==> src/rtl/hpq_pkg.sv <==
package hpq_pkg;

  typedef enum logic [1:0] {
    ST_IDLE = 2'd0,
    ST_CRIT = 2'd1,
    ST_HOLD = 2'd2
  } esc_state_t;

  localparam int unsigned SETTING_RESET = 15;

endpackage

==> src/rtl/hpq_tick_gen.sv <==
module hpq_tick_gen #(
  parameter int unsigned PRE_W = 5
) (
  input  logic clk,
  input  logic rst_n,
  output logic tick
);
  localparam logic [PRE_W-1:0] LAST = {PRE_W{1'b1}};

  logic [PRE_W-1:0] div_q;

  always_ff @(posedge clk or negedge rst_n) begin
    if (!rst_n) div_q <= '0;
    else        div_q <= div_q + 1'b1;
  end

  assign tick = (div_q == LAST);
endmodule

==> src/rtl/hpq_tick_timer.sv <==
module hpq_tick_timer #(
  parameter int unsigned CNT_W = 11
) (
  input  logic             clk,
  input  logic             rst_n,
  input  logic             clr,
  input  logic             adv,
  input  logic [CNT_W-1:0] limit,
  output logic             hit
);
  logic [CNT_W-1:0] cnt_q;

  assign hit = adv && (cnt_q == limit);

  always_ff @(posedge clk or negedge rst_n) begin
    if (!rst_n)          cnt_q <= '0;
    else if (clr)        cnt_q <= '0;
    else if (adv && !hit) cnt_q <= cnt_q + 1'b1;
  end
endmodule

==> src/rtl/hpq_run_counter.sv <==
module hpq_run_counter #(
  parameter int unsigned RUN_W = 4
) (
  input  logic             clk,
  input  logic             rst_n,
  input  logic             load,
  input  logic [RUN_W-1:0] load_val,
  input  logic             clear,
  input  logic             dec,
  output logic [RUN_W-1:0] cnt,
  output logic             spent
);
  logic             step;
  logic [RUN_W-1:0] cnt_nx;

  assign step   = dec && (cnt != '0);
  assign cnt_nx = cnt - RUN_W'(step);
  assign spent  = (cnt_nx == '0);

  always_ff @(posedge clk or negedge rst_n) begin
    if (!rst_n)     cnt <= '0;
    else if (clear) cnt <= '0;
    else if (load)  cnt <= load_val;
    else            cnt <= cnt_nx;
  end
endmodule

==> src/rtl/hpq_escalator.sv <==
module hpq_escalator
  import hpq_pkg::*;
#(
  parameter int unsigned PRE_W  = 5,
  parameter int unsigned LIM_W  = 11,
  parameter int unsigned RUN_W  = 4,
  parameter int unsigned PEND_W = 6
) (
  input  logic                        clk,
  input  logic                        rst_n,
  input  logic [RUN_W+2*LIM_W-1:0]    ctl_word,
  input  logic [PEND_W-1:0]           pend_cnt,
  input  logic                        grant,
  output logic                        critical,
  output logic [RUN_W-1:0]            run_left
);
  localparam int unsigned CTL_W   = RUN_W + 2 * LIM_W;
  localparam int unsigned HOLD_LO = 0;
  localparam int unsigned STV_LO  = LIM_W;
  localparam int unsigned RUN_LO  = 2 * LIM_W;
  localparam int unsigned CMP_W   = (PEND_W > RUN_W) ? PEND_W : RUN_W;
  localparam logic [CTL_W-1:0] CTL_RST = {RUN_W'(SETTING_RESET),
                                          LIM_W'(SETTING_RESET),
                                          LIM_W'(SETTING_RESET)};

  esc_state_t       state_q, state_d;
  logic [CTL_W-1:0] held_q;
  logic             tick;
  logic             starve_hit, hold_hit;
  logic             run_spent;
  logic             enter_crit, leave_crit;
  logic             pend_any;
  logic [RUN_W-1:0] run_live, run_load;
  logic [CMP_W-1:0] pend_x, run_x;

  hpq_tick_gen #(.PRE_W(PRE_W)) u_tick (
    .clk  (clk),
    .rst_n(rst_n),
    .tick (tick)
  );

  assign pend_any = (pend_cnt != '0);

  hpq_tick_timer #(.CNT_W(LIM_W)) u_starve (
    .clk  (clk),
    .rst_n(rst_n),
    .clr  ((state_q != ST_IDLE) || grant),
    .adv  (tick && (state_q == ST_IDLE) && pend_any && !grant),
    .limit(held_q[STV_LO +: LIM_W]),
    .hit  (starve_hit)
  );

  hpq_tick_timer #(.CNT_W(LIM_W)) u_hold (
    .clk  (clk),
    .rst_n(rst_n),
    .clr  (state_q != ST_HOLD),
    .adv  (tick && (state_q == ST_HOLD)),
    .limit(held_q[HOLD_LO +: LIM_W]),
    .hit  (hold_hit)
  );

  assign run_live = ctl_word[RUN_LO +: RUN_W];
  assign pend_x   = CMP_W'(pend_cnt);
  assign run_x    = CMP_W'(run_live);
  assign run_load = (pend_x < run_x) ? RUN_W'(pend_x) : run_live;

  assign enter_crit = (state_q == ST_IDLE) && starve_hit;
  assign leave_crit = (state_q == ST_CRIT) && (run_spent || !pend_any);

  hpq_run_counter #(.RUN_W(RUN_W)) u_run (
    .clk     (clk),
    .rst_n   (rst_n),
    .load    (enter_crit),
    .load_val(run_load),
    .clear   (leave_crit || (state_q != ST_CRIT && !enter_crit)),
    .dec     (grant && (state_q == ST_CRIT)),
    .cnt     (run_left),
    .spent   (run_spent)
  );

  always_comb begin
    state_d = state_q;
    unique case (state_q)
      ST_IDLE: if (enter_crit) state_d = ST_CRIT;
      ST_CRIT: if (leave_crit) state_d = ST_HOLD;
      ST_HOLD: if (hold_hit)   state_d = ST_IDLE;
      default:                 state_d = ST_IDLE;
    endcase
  end

  always_ff @(posedge clk or negedge rst_n) begin
    if (!rst_n) begin
      state_q <= ST_IDLE;
      held_q  <= CTL_RST;
    end else begin
      state_q <= state_d;
      if (enter_crit || leave_crit) held_q <= ctl_word;
    end
  end

  assign critical = (state_q == ST_CRIT);
endmodule

==> config.mk <==
export PLATFORM = sky130hd
export DESIGN_NAME = hpq_escalator
export DESIGN_NICKNAME = d
export VERILOG_FILES = /design/src/rtl/hpq_pkg.sv /design/src/rtl/hpq_tick_gen.sv /design/src/rtl/hpq_tick_timer.sv /design/src/rtl/hpq_run_counter.sv /design/src/rtl/hpq_escalator.sv
export SDC_FILE = /design/constraint.sdc
export NUM_CORES = 1
export LEC_CHECK = 0
export BUFFER_PORTS_ARGS = -buffer_cell sky130_fd_sc_hd__buf_2
export CORE_ASPECT_RATIO = 1.25
export CORE_MARGIN = 3
export CORE_UTILIZATION = 59
export CTS_BUF_LIST = sky130_fd_sc_hd__clkbuf_8
export DETAILED_ROUTE_END_ITERATION = 16
export GPL_TIMING_DRIVEN = 0
export HOLD_SLACK_MARGIN = 0.15
export PLACE_DENSITY = 0.91
export SYNTH_ARGS = -nofsm -noshare
export SYNTH_HDL_FRONTEND = slang
export SYNTH_SLANG_ARGS = --single-unit
export TNS_END_PERCENT = 1
==> constraint.sdc <==
create_clock -name clk -period 2.68 [get_ports clk]
set_input_delay 0.134 -clock clk [delete_from_list [all_inputs] [get_ports clk]]
set_output_delay 0.134 -clock clk [all_outputs]
set_load 0.02 [all_outputs]
==> metrics.txt, run 1 <==
pin count of the biggest net entering global routing=56; CORE AREA=4530 µm²; Crit path arrival time=2.77 ns; number of global-route vias before repair=2589; Syn Inst Count=263; main flop type after synthesis=dfrtp_1; max cap viols=0; post-DP HPWL=4540 µm; post-synth top area cell=dfrtp_1; WL/cell=17.3 µm; slew margin rel.=0.214; Skew-Pair Late Insertion Delay=0.33 ns; top cells by area, synth=dfrtp_1 (41%), mux2_2 (8.7%), dfstp_2 (7.4%); DRC Markers=0; Initial Utilization=0.631; fin worst setup slack=0.123 ns; # diodes=0; Final #Nets=387; Antenna Violating Nets Remaining=0; final core occ=0.795; Area growth syn-to-layout=25.9%; Achievable Freq=391 MHz; Max Slew Vio Count=0; maximum vdd ir drop=372 µV; CTS tree=built; CP required=2.89 ns; count of final setup violators=0; Avg Vias per Cell=6.07; total CTS buffers=5; post-synthesis cell type count=41; Cell Area, Synth=2860 µm²; Initial DRT Pass Iterations=4; Post-Syn Nets=307; Clock Path Buffers=2; Ys Warns=0; critical-path maximum fanout=5; Slew @ Worst Pin=1.18 ns; IO Count=40; share of cells above drive strength 1=0.282; hold path start=pend_cnt[2]; initial antenna violation count=0; sequential area share after synthesis=0.485; first-pass GRT wire length=11800 µm; Placement Setup Slack=-0.210 ns; die width=68.3 µm; Final Cycle Share=0.954; TritonCTS Sinks=55; Routed WL=6950 µm; RSZ-0062 raised after global routing=yes; Clock Skews=0.0143 ns; number of synthesized register bits=55; initial DRC count=253; Rows=27; Setup crit start=state_q[1]$_DFFE_PN0P_; Die Area=5720 µm²; GRT Residual Overflow=0; Worst setup SP type=flop; Avg Cell Area, Syn=10.9 µm²; CP Capture Type=flop; I/O Buffers=39; detailed-route via count=2442; min Tclk post-route=2.56 ns; die height=83.8 µm; pwr/cell area=401 nW/µm²; Leak=0.00178 µW; CTS clk-pin slew, worst paths=0.10 ns; setup TNS=0 ns; status=finished, final reports clean; Tot GR Track Use=0.271; asr flop ratio synth=1.00; worst hold path type=input port to flop; Hold Worst Slack=0.178 ns; final hold viol count=0; start of the worst register-to-register path=state_q[1]$_DFFE_PN0P_; clk root buf=clkbuf_8; number of flops mapped to enable cells by yosys=0; Yosys top cell area share=0.412; final RePlAce weighted congestion=0.871; CP Class=flop to flop; CTS H-tree depth=2
registers in the layout (all words and copies together), names as in the netlist:
register and flops:
u_starve.cnt_q 11, u_run.cnt 4, held_q 22, u_tick.div_q 5
state_q 2, u_hold.cnt_q 11
synth_stat cells (all sizes together), types with 6 or more instances:
master and n:
or3 11, and3 7, nand3 11, a31oi 6, nor2 7, nand2 12, inv 12, xor2 23
ha 9, o21ai 13, a21oi 10, dfrtp 47, nor4 6, dfstp 8, mux2 22
metal layers:
| metal | routed length (µm) | track usage |
|---|---|---|
| met1 | 2570 | 0.312 |
| met2 | 3830 | 0.450 |
| met3 | 298 | 0.0606 |
| met4 | 250 | 0.145 |
| met5 | 0 | 0 |
path summary, 6_finish.rpt:
check,slack (ns),end,cells past startpoint
setup / recovery,0.12,held_q[8]$_DFFE_PN0P_,13
hold / removal,0.18,u_run.cnt[2]$_DFF_PN0_,3
setup reg to reg,0.12,held_q[8]$_DFFE_PN0P_,13
hold reg to reg,0.46,u_tick.div_q[0]$_DFF_PN0_,1
max in group asynchronous,1.38,held_q[20]$_DFFE_PN0P_,2
min in group asynchronous,0.59,held_q[5]$_DFFE_PN0P_,2
cells by family (layout without fill, tap and decap cells):
kind of cell | count (synthesis) | count (layout) | synth area share
fa+ha+maj | 9 | 9 | 0.0394
compound gates | 48 | 48 | 0.108
xor+xnor | 28 | 28 | 0.0858
buf+inv | 21 | 102 | 0.0328
mux | 27 | 27 | 0.104
flops | 55 | 55 | 0.485
simple gates | 75 | 75 | 0.145
timing repair:
action,CTS,global route
endpoints found under the setup margin,20,24
buffers inserted,1,4
resized for setup,0,12
pin swaps,0,2
hold buffers,30,0
hold endpoints to repair,73,0
power by group:
part	internal, µW	switching (µW)	total [µW]
logic	68.0	60.4	128
clock network	188	291	478
registers	833	2.44	836
total	1090	354	1440
final cells by class:
| cell class | count | area (µm²) |
|---|---|---|
| Buffer | 8 | 52.6 |
| Sequential cell | 55 | 1390 |
| Multi-Input combinational cell | 187 | 1420 |
| Timing Repair Buffer | 74 | 533 |
| Tap cell | 58 | 72.6 |
| Clock inverter | 3 | 23.8 |
| Inverter | 12 | 45.0 |
| Clock buffer | 5 | 68.8 |
| Fill cell | 271 | 928 |
through the flow:
step	power, µW	std cells	instance area, µm²
floorplan	887	263	2860
global placement	935	360	3130
detailed placement	939	360	3130
CTS	1440	398	3520
global route	1500	402	3600
finish	1440	402	3600
placed cells by master, fill, tap and decap left out, drive strengths merged, types with 6 or more instances in the layout:
cell type,instances
a21oi,10
a31oi,6
and3,7
buf,47
clkbuf,10
dfrtp,47
dfstp,8
dlygate4sd3,30
ha,9
inv,13
mux2,22
nand2,12
nand3,11
nor2,7
nor4,6
o21ai,13
or3,11
xor2,23
critical path: stages, from the launching register on:
cell and delay, ns:
dfrtp_1 0.43, nand2b_4 0.18, inv_2 0.08, nand2_1 0.06, nor2_1 0.10, ha_2 0.19
ha_2 0.18, xnor2_2 0.12, and3_1 0.19, a22oi_2 0.09, o21ai_2 0.26, buf_4 0.15
buf_4 0.09, mux2_2 0.32
Power figures use the tool's default switching activity.
==> run 2, diff against run 1 <==
--- a/config.mk
+++ b/config.mk
@@ -14,6 +14,7 @@
 export GPL_TIMING_DRIVEN = 0
 export HOLD_SLACK_MARGIN = 0.15
 export PLACE_DENSITY = 0.91
+export RECOVER_POWER = 50
 export SYNTH_ARGS = -nofsm -noshare
 export SYNTH_HDL_FRONTEND = slang
 export SYNTH_SLANG_ARGS = --single-unit
==> run 2 against run 1 <==
Compared with the run above:
- first-iteration DRC count increased by 0.40%
- final cell count unchanged
- routed wire length decreased by 0.33%
- register-to-register slack about the same
- design area decreased by 0.10%
- power decreased by 0.16%
- sequential power about the same
- count of clock-buffer cells in the layout unchanged
- global-route usage unchanged
- hold slack got worse by 0.00056 ns
- non-clock buffer count unchanged
- setup slack got worse by 0.0062 ns
==> metrics.txt, run 2 (synthesized netlist as in run 1, its figures left out) <==
status=finished, final reports clean; Largest regs=held_q x22, u_hold.cnt_q x11, u_starve.cnt_q x11; final hold viol count=0 (unchanged); CTS H-tree depth=2 (unchanged); fillers=274 (+1.1%); Rows=27 (unchanged); Reg-to-Reg End=held_q[8]$_DFFE_PN0P_; Achievable Freq=390 MHz (-0.24%); max cap viols=0 (unchanged); Clk pwr share=0.330 (-0.002); met2 GRT Util=0.450 (unchanged); Clock Skews=0.0107 ns (-0.00357 ns); M3 GR Usage=0.0606 (unchanged); Sw Ratio=0.244 (-0.00118); Clock Path Buffers=2 (unchanged); Logic pwr share=0.089 (about the same); total CTS buffers=5 (unchanged); Crit path largest cell delay=0.43 ns (about the same); hold path start=pend_cnt[2]; Hold Path Cell Cnt=3 (unchanged); min Tclk post-route=2.56 ns (+0.00620 ns); Die Area=5720 µm² (unchanged); CTS clk-pin slew, worst paths=0.10 ns (about the same); Initial DRT Pass Iterations=4 (unchanged); post-DP HPWL=4540 µm (unchanged); Initial Utilization=0.631 (unchanged); number of global-route vias before repair=2589 (unchanged); Endpoint, Worst Hold=u_run.cnt[2]$_DFF_PN0_; CORE AREA=4530 µm² (unchanged); Slew @ Worst Pin=1.17 ns (-0.00832 ns); DRC Markers=0 (unchanged); detailed-route via count=2439 (-0.12%); Crit path arrival time=2.77 ns (about the same); Avg Vias per Cell=6.07 (-0.12%); CP Class=flop to flop; Critical Path, Cell by Cell=nor4_1 > nor2_1 > ha_2 > ha_2 > xnor2_2 > and3_1 > a22oi_2 > o21ai_2 > buf_4 > buf_4 > mux2_2; die height=83.8 µm (unchanged); IO Count=40 (unchanged); count of final setup violators=0 (unchanged); worst path bufs/invs=2 (-1); worst hold path type=input port to flop; # diodes=0 (unchanged); Top reg by flops=held_q; initial antenna violation count=0 (unchanged); WL/cell=17.2 µm (-0.33%); Hold Worst Slack=0.178 ns (-0.000556 ns); register-to-register setup slack=0.12 ns (about the same); CP delay by family, top=simple AND/OR/NAND/NOR gates; Area growth syn-to-layout=25.8%; most common cell after layout, fill and taps aside=dfrtp_1; GRT Residual Overflow=0 (unchanged); CP required=2.89 ns (about the same); Int Power=1090 µW (about the same); maximum vdd ir drop=372 µV (about the same); Post-Layout Cell Count=402 (unchanged); slew margin rel.=0.220 (+0.00554); Worst setup SP type=flop; CP Capture Type=flop; Tot GR Track Use=0.271 (unchanged); Skew-Pair Late Insertion Delay=0.32 ns (about the same); critical-path maximum fanout=4 (-1); Cells after DPL=360 (unchanged); initial DRC count=254 (+0.40%); I/O Buffers=39 (unchanged); worst reg-to-reg path cell count=11 (-2); slowest stage cell, crit path=dfrtp_1; multi-input logic area=1420 µm² (unchanged); Final Cycle Share=0.956 (+0.00231); Max Slew Vio Count=0 (unchanged); pin count of the biggest net entering global routing=56 (unchanged); number of flip-flops in the largest register=22 (unchanged); CTS tree=built; pwr/cell area=401 nW/µm² (about the same); Psw=351 µW (-0.64%); RSZ-0062 raised after global routing=yes; met1 Use GR=0.312 (unchanged); die width=68.3 µm (unchanged); first-pass GRT wire length=11800 µm (unchanged); Leak=0.00176 µW (-0.75%); share of cells above drive strength 1=0.273 (-0.00872); start of the worst register-to-register path=u_run.cnt[1]$_DFF_PN0_; TritonCTS Sinks=55 (unchanged); GRT busiest layer=met2; setup TNS=0 ns (unchanged); Routed WL=6920 µm (-0.33%); sequential power share=0.580 (about the same); clk root buf=clkbuf_8; Final #Nets=387 (unchanged); most frequent cells in the layout=dfrtp_1 (47), buf_2 (36), dlygate4sd3_1 (30); final RePlAce weighted congestion=0.871 (unchanged); Antenna Violating Nets Remaining=0 (unchanged); FF+latch area=1390 µm² (unchanged)
==> run 2: cell count changes in the layout (fill, tap and decap cells not counted) <==
| cell | change |
|---|---|
| buf_2 | -3 |
| clkbuf_1 | +3 |
==> run 2: worst max-delay path by stage <==
| stage | start | endpoint | slack, ns | cells past startpoint |
|---|---|---|---|---|
| after floorplan | u_run.cnt[2]$_DFF_PN0_ | held_q[10]$_DFFE_PN0P_ | 0.23 | 10 |
| after global placement | u_tick.div_q[0]$_DFF_PN0_ | held_q[16]$_DFFE_PN0P_ | -0.18 | 10 |
| after detailed placement | u_tick.div_q[0]$_DFF_PN0_ | held_q[15]$_DFFE_PN0P_ | -0.21 | 10 |
| after CTS | state_q[1]$_DFFE_PN0P_ | held_q[15]$_DFFE_PN0P_ | 0.002 | 12 |
| after global routing | u_run.cnt[1]$_DFF_PN0_ | held_q[7]$_DFFE_PN0P_ | -0.01 | 11 |
| final | u_run.cnt[1]$_DFF_PN0_ | held_q[8]$_DFFE_PN0P_ | 0.12 | 11 |
==> run 2: what timing repair did <==
item,CTS,global route
endpoints found under the hold margin,73,0
pin swaps,0,2
resized for setup,0,12
hold buffers,30,0
setup buffers,1,4
cloned,0,0
setup endpoints to repair,20,24
==> run 2: final cells by class <==
cell class,instances,share of cell area
Clock buffer,5,0.0191
Inverter,12,0.0125
Buffer,8,0.0146
Timing Repair Buffer,74,0.147
Tap cell,58,0.0202
Clock inverter,3,0.00661
Multi-Input combinational cell,187,0.394
Sequential cell,55,0.386
==> run 2: metrics by stage <==
stage | total power, µW | util | instance area [µm²] | setup WS [ns]
detailed placement | 939 | 0.690 | 3130 | -0.210
global route | 1500 | 0.794 | 3590 | -0.0148
finish | 1440 | 0.794 | 3590 | 0.117
floorplan | 887 | - | 2860 | 0.235
global placement | 935 | 0.690 | 3130 | -0.180
CTS | 1440 | 0.778 | 3520 | 0.00201
==> run 2: routing by layer <==
layer  vias to the layer above  wire length, µm  share of wire
met5                         -                0              0
met4                         0              277          0.040
met3                        32              273          0.039
met2                        83             3800           0.55
met1                      1203             2570           0.37
li1                       1121                -              -
==> run 2: worst min-delay path, delay by kind of cell <==
kind,cells,cell delay (ns)
AO/OA/AOI/OAI,1,0.13
buffers and inverters,1,0.10
multiplexers,1,0.08
==> run 2: power by group through the flow <==
stage | sequential, µW | combinational [µW] | clock, µW
after floorplan | 851 | 35.9 | 0
after global placement | 851 | 83.9 | 0
after detailed placement | 851 | 88.2 | 0
after CTS | 835 | 123 | 482
after global routing | 836 | 142 | 523
final | 836 | 128 | 476
==> run 3, diff against run 2 <==
--- a/config.mk
+++ b/config.mk
@@ -6,7 +6,6 @@
 export NUM_CORES = 1
 export LEC_CHECK = 0
 export BUFFER_PORTS_ARGS = -buffer_cell sky130_fd_sc_hd__buf_2
-export CORE_ASPECT_RATIO = 1.25
 export CORE_MARGIN = 3
 export CORE_UTILIZATION = 59
 export CTS_BUF_LIST = sky130_fd_sc_hd__clkbuf_8
@@ -15,6 +14,7 @@
 export HOLD_SLACK_MARGIN = 0.15
 export PLACE_DENSITY = 0.91
 export RECOVER_POWER = 50
+export REMOVE_ABC_BUFFERS = 1
 export SYNTH_ARGS = -nofsm -noshare
 export SYNTH_HDL_FRONTEND = slang
 export SYNTH_SLANG_ARGS = --single-unit
==> run 3 against run 2 <==
Compared with the run above:
- sequential power hardly changed
- highest routed layer unchanged
- hold slack worse by 0.031 ns
- count of clock-buffer cells in the layout stayed put
- largest cell class unchanged
==> metrics.txt, run 3 (synthesized netlist as in run 1, its figures left out) <==
status=finished, final reports clean; Rows=24 (-11%); share of cells above drive strength 1=0.266 (-0.00698); RSZ-0062 raised after global routing=no; number of flip-flops in the largest register=22 (unchanged); min Tclk post-route=2.54 ns (-0.0186 ns); pin count of the biggest net entering global routing=56 (unchanged); Crit path largest cell delay=0.56 ns (+0.13 ns); final RePlAce weighted congestion=0.880 (+1.1%); Post-Layout Cell Count=390 (-3.0%); TritonCTS Sinks=55 (unchanged); Avg Vias per Cell=6.03 (-0.64%); pwr/cell area=394 nW/µm² (-1.5%); CP Capture Type=flop; final hold viol count=0 (unchanged); Worst setup SP type=input port; CTS tree=built; number of global-route vias before repair=2454 (-5.2%); die width=75.6 µm (+11%); Tot Pwr=1410 µW (-2.3%); CTS clk-pin slew, worst paths=0.09 ns (about the same); Crit path arrival time=2.76 ns (about the same); Routed WL=6660 µm (-3.7%); clk root buf=clkbuf_8; worst path bufs/invs=4 (+2); die height=75.6 µm (-9.8%); met3 wire length=294 µm (+7.7%); slowest stage cell, crit path=dlygate4sd3_1; Final Cycle Share=0.949 (-0.00693); most frequent cells in the layout=dfrtp_1 (47), buf_2 (33), dlygate4sd3_1 (28); DRC Markers=0 (unchanged); worst reg-to-reg path cell count=10 (-1); highest metal layer with signal wires=met4; Metal-1 WL=2610 µm (+1.3%); IO Count=40 (unchanged); Max Slew Vio Count=0 (unchanged); initial antenna violation count=0 (unchanged); CP required=2.89 ns (about the same); maximum vdd ir drop=308 µV (-17%); Top reg by flops=held_q; met2 WL=3570 µm (-5.8%); Clock Path Buffers=2 (unchanged); Cells after DPL=345 (-4.2%); initial DRC count=186 (-27%); CP Class=input port to flop; Setup crit start=ctl_word[23]; GRT Residual Overflow=0 (unchanged); detailed-route via count=2351 (-3.6%); critical-path maximum fanout=4 (unchanged); Leak=0.00175 µW (-0.55%); Critical Path, Cell by Cell=dlygate4sd3_1 > buf_2 > inv_1 > ha_1 > a211o_1 > a31oi_1 > mux2i_1 > dlygate4sd3_1 > o22ai_1; WP depth=9 (-2); I/O Buffers=39 (unchanged); first-pass GRT wire length=10800 µm (-8.8%); Tot GR Track Use=0.253 (-0.0174); Area growth syn-to-layout=24.8%; CTS H-tree depth=2 (unchanged); setup TNS=0 ns (unchanged); hold path start=pend_cnt[1]; Largest regs=held_q x22, u_hold.cnt_q x11, u_starve.cnt_q x11; post-DP HPWL=4090 µm (-9.7%); Final #Nets=381 (-1.6%); Achievable Freq=393 MHz (+0.73%); Antenna Violating Nets Remaining=0 (unchanged); start of the worst register-to-register path=u_run.cnt[2]$_DFF_PN0_; worst hold path type=input port to flop; WL/cell=17.1 µm (-0.77%); fillers=279 (+1.8%); Skew-Pair Late Insertion Delay=0.32 ns (about the same); most common cell after layout, fill and taps aside=dfrtp_1; CP dominant cell by count=dlygate4sd3_1; Hold Worst Slack=0.146 ns (-0.0314 ns); Initial Utilization=0.634 (+0.00316); slew margin rel.=0.122 (-0.0974); max cap viols=0 (unchanged); Initial DRT Pass Iterations=4 (unchanged); count of final setup violators=0 (unchanged); Hold Path Cell Cnt=3 (unchanged); Slew @ Worst Pin=1.32 ns (+0.146 ns); CP delay by family, top=buffers and inverters; total CTS buffers=5 (unchanged); final core occ=0.792 (-0.00214); # diodes=0 (unchanged); CORE AREA=4500 µm² (-0.50%); Clock Skews=0.00894 ns (-0.00179 ns); Die Area=5710 µm² (about the same)
-- run 3: worst min-delay path, stage by stage --
cell	delay (ns)
buf_2	0.10
mux2i_1	0.08
o22ai_1	0.11
-- run 3: power breakdown --
part / internal, µW / leakage [µW] / switching, µW / total (µW)
clock: 179 / 0.0000453 / 273 / 452
combinational: 62.4 / 0.000978 / 57.2 / 120
sequential: 833 / 0.000729 / 2.31 / 835
-- run 3: what timing repair did --
| action | in CTS | in global routing |
|---|---|---|
| hold buffers | 28 | 0 |
| setup buffers | 7 | 1 |
| gates cloned | 1 | 0 |
| pin swaps | 2 | 2 |
| endpoints found under the hold margin | 73 | 0 |
| endpoints found under the setup margin | 22 | 27 |
| resized for setup | 4 | 6 |
-- run 3: per-layer routing --
metal	GRT usage	vias to the layer above
met5	0	-
met4	0.101	0
met3	0.0488	19
met2	0.479	74
met1	0.274	1145
li1	-	1113
-- run 3: path summary, 6_finish.rpt --
path	to	slack (ns)
setup / recovery	u_run.cnt[0]$_DFF_PN0_	0.14
hold / removal	u_run.cnt[1]$_DFF_PN0_	0.15
setup reg to reg	held_q[13]$_DFFE_PN1P_	0.14
hold reg to reg	u_tick.div_q[0]$_DFF_PN0_	0.45
max in group asynchronous	held_q[21]$_DFFE_PN0P_	1.23
min in group asynchronous	u_hold.cnt_q[7]$_DFFE_PN0P_	0.64
-- run 3: layout make-up --
| cell class | count | area [µm²] | share of cell area |
|---|---|---|---|
| flip-flops and latches | 55 | 1390 | 0.389 |
| repair buffers | 75 | 554 | 0.155 |
| inverters | 12 | 45.0 | 0.0126 |
| well taps | 52 | 65.1 | 0.0182 |
| multi-input cells | 188 | 1430 | 0.401 |
| clock buffers | 5 | 68.8 | 0.0193 |
| clock inverters | 3 | 16.3 | 0.00456 |
-- run 3: through the flow --
step / worst slack, ns / instance area [µm²]
finish: 0.136 / 3570
detailed placement: -0.509 / 3070
global route: 0.0267 / 3570
global placement: -0.416 / 3070
floorplan: -0.0990 / 2810
CTS: 0.0574 / 3540
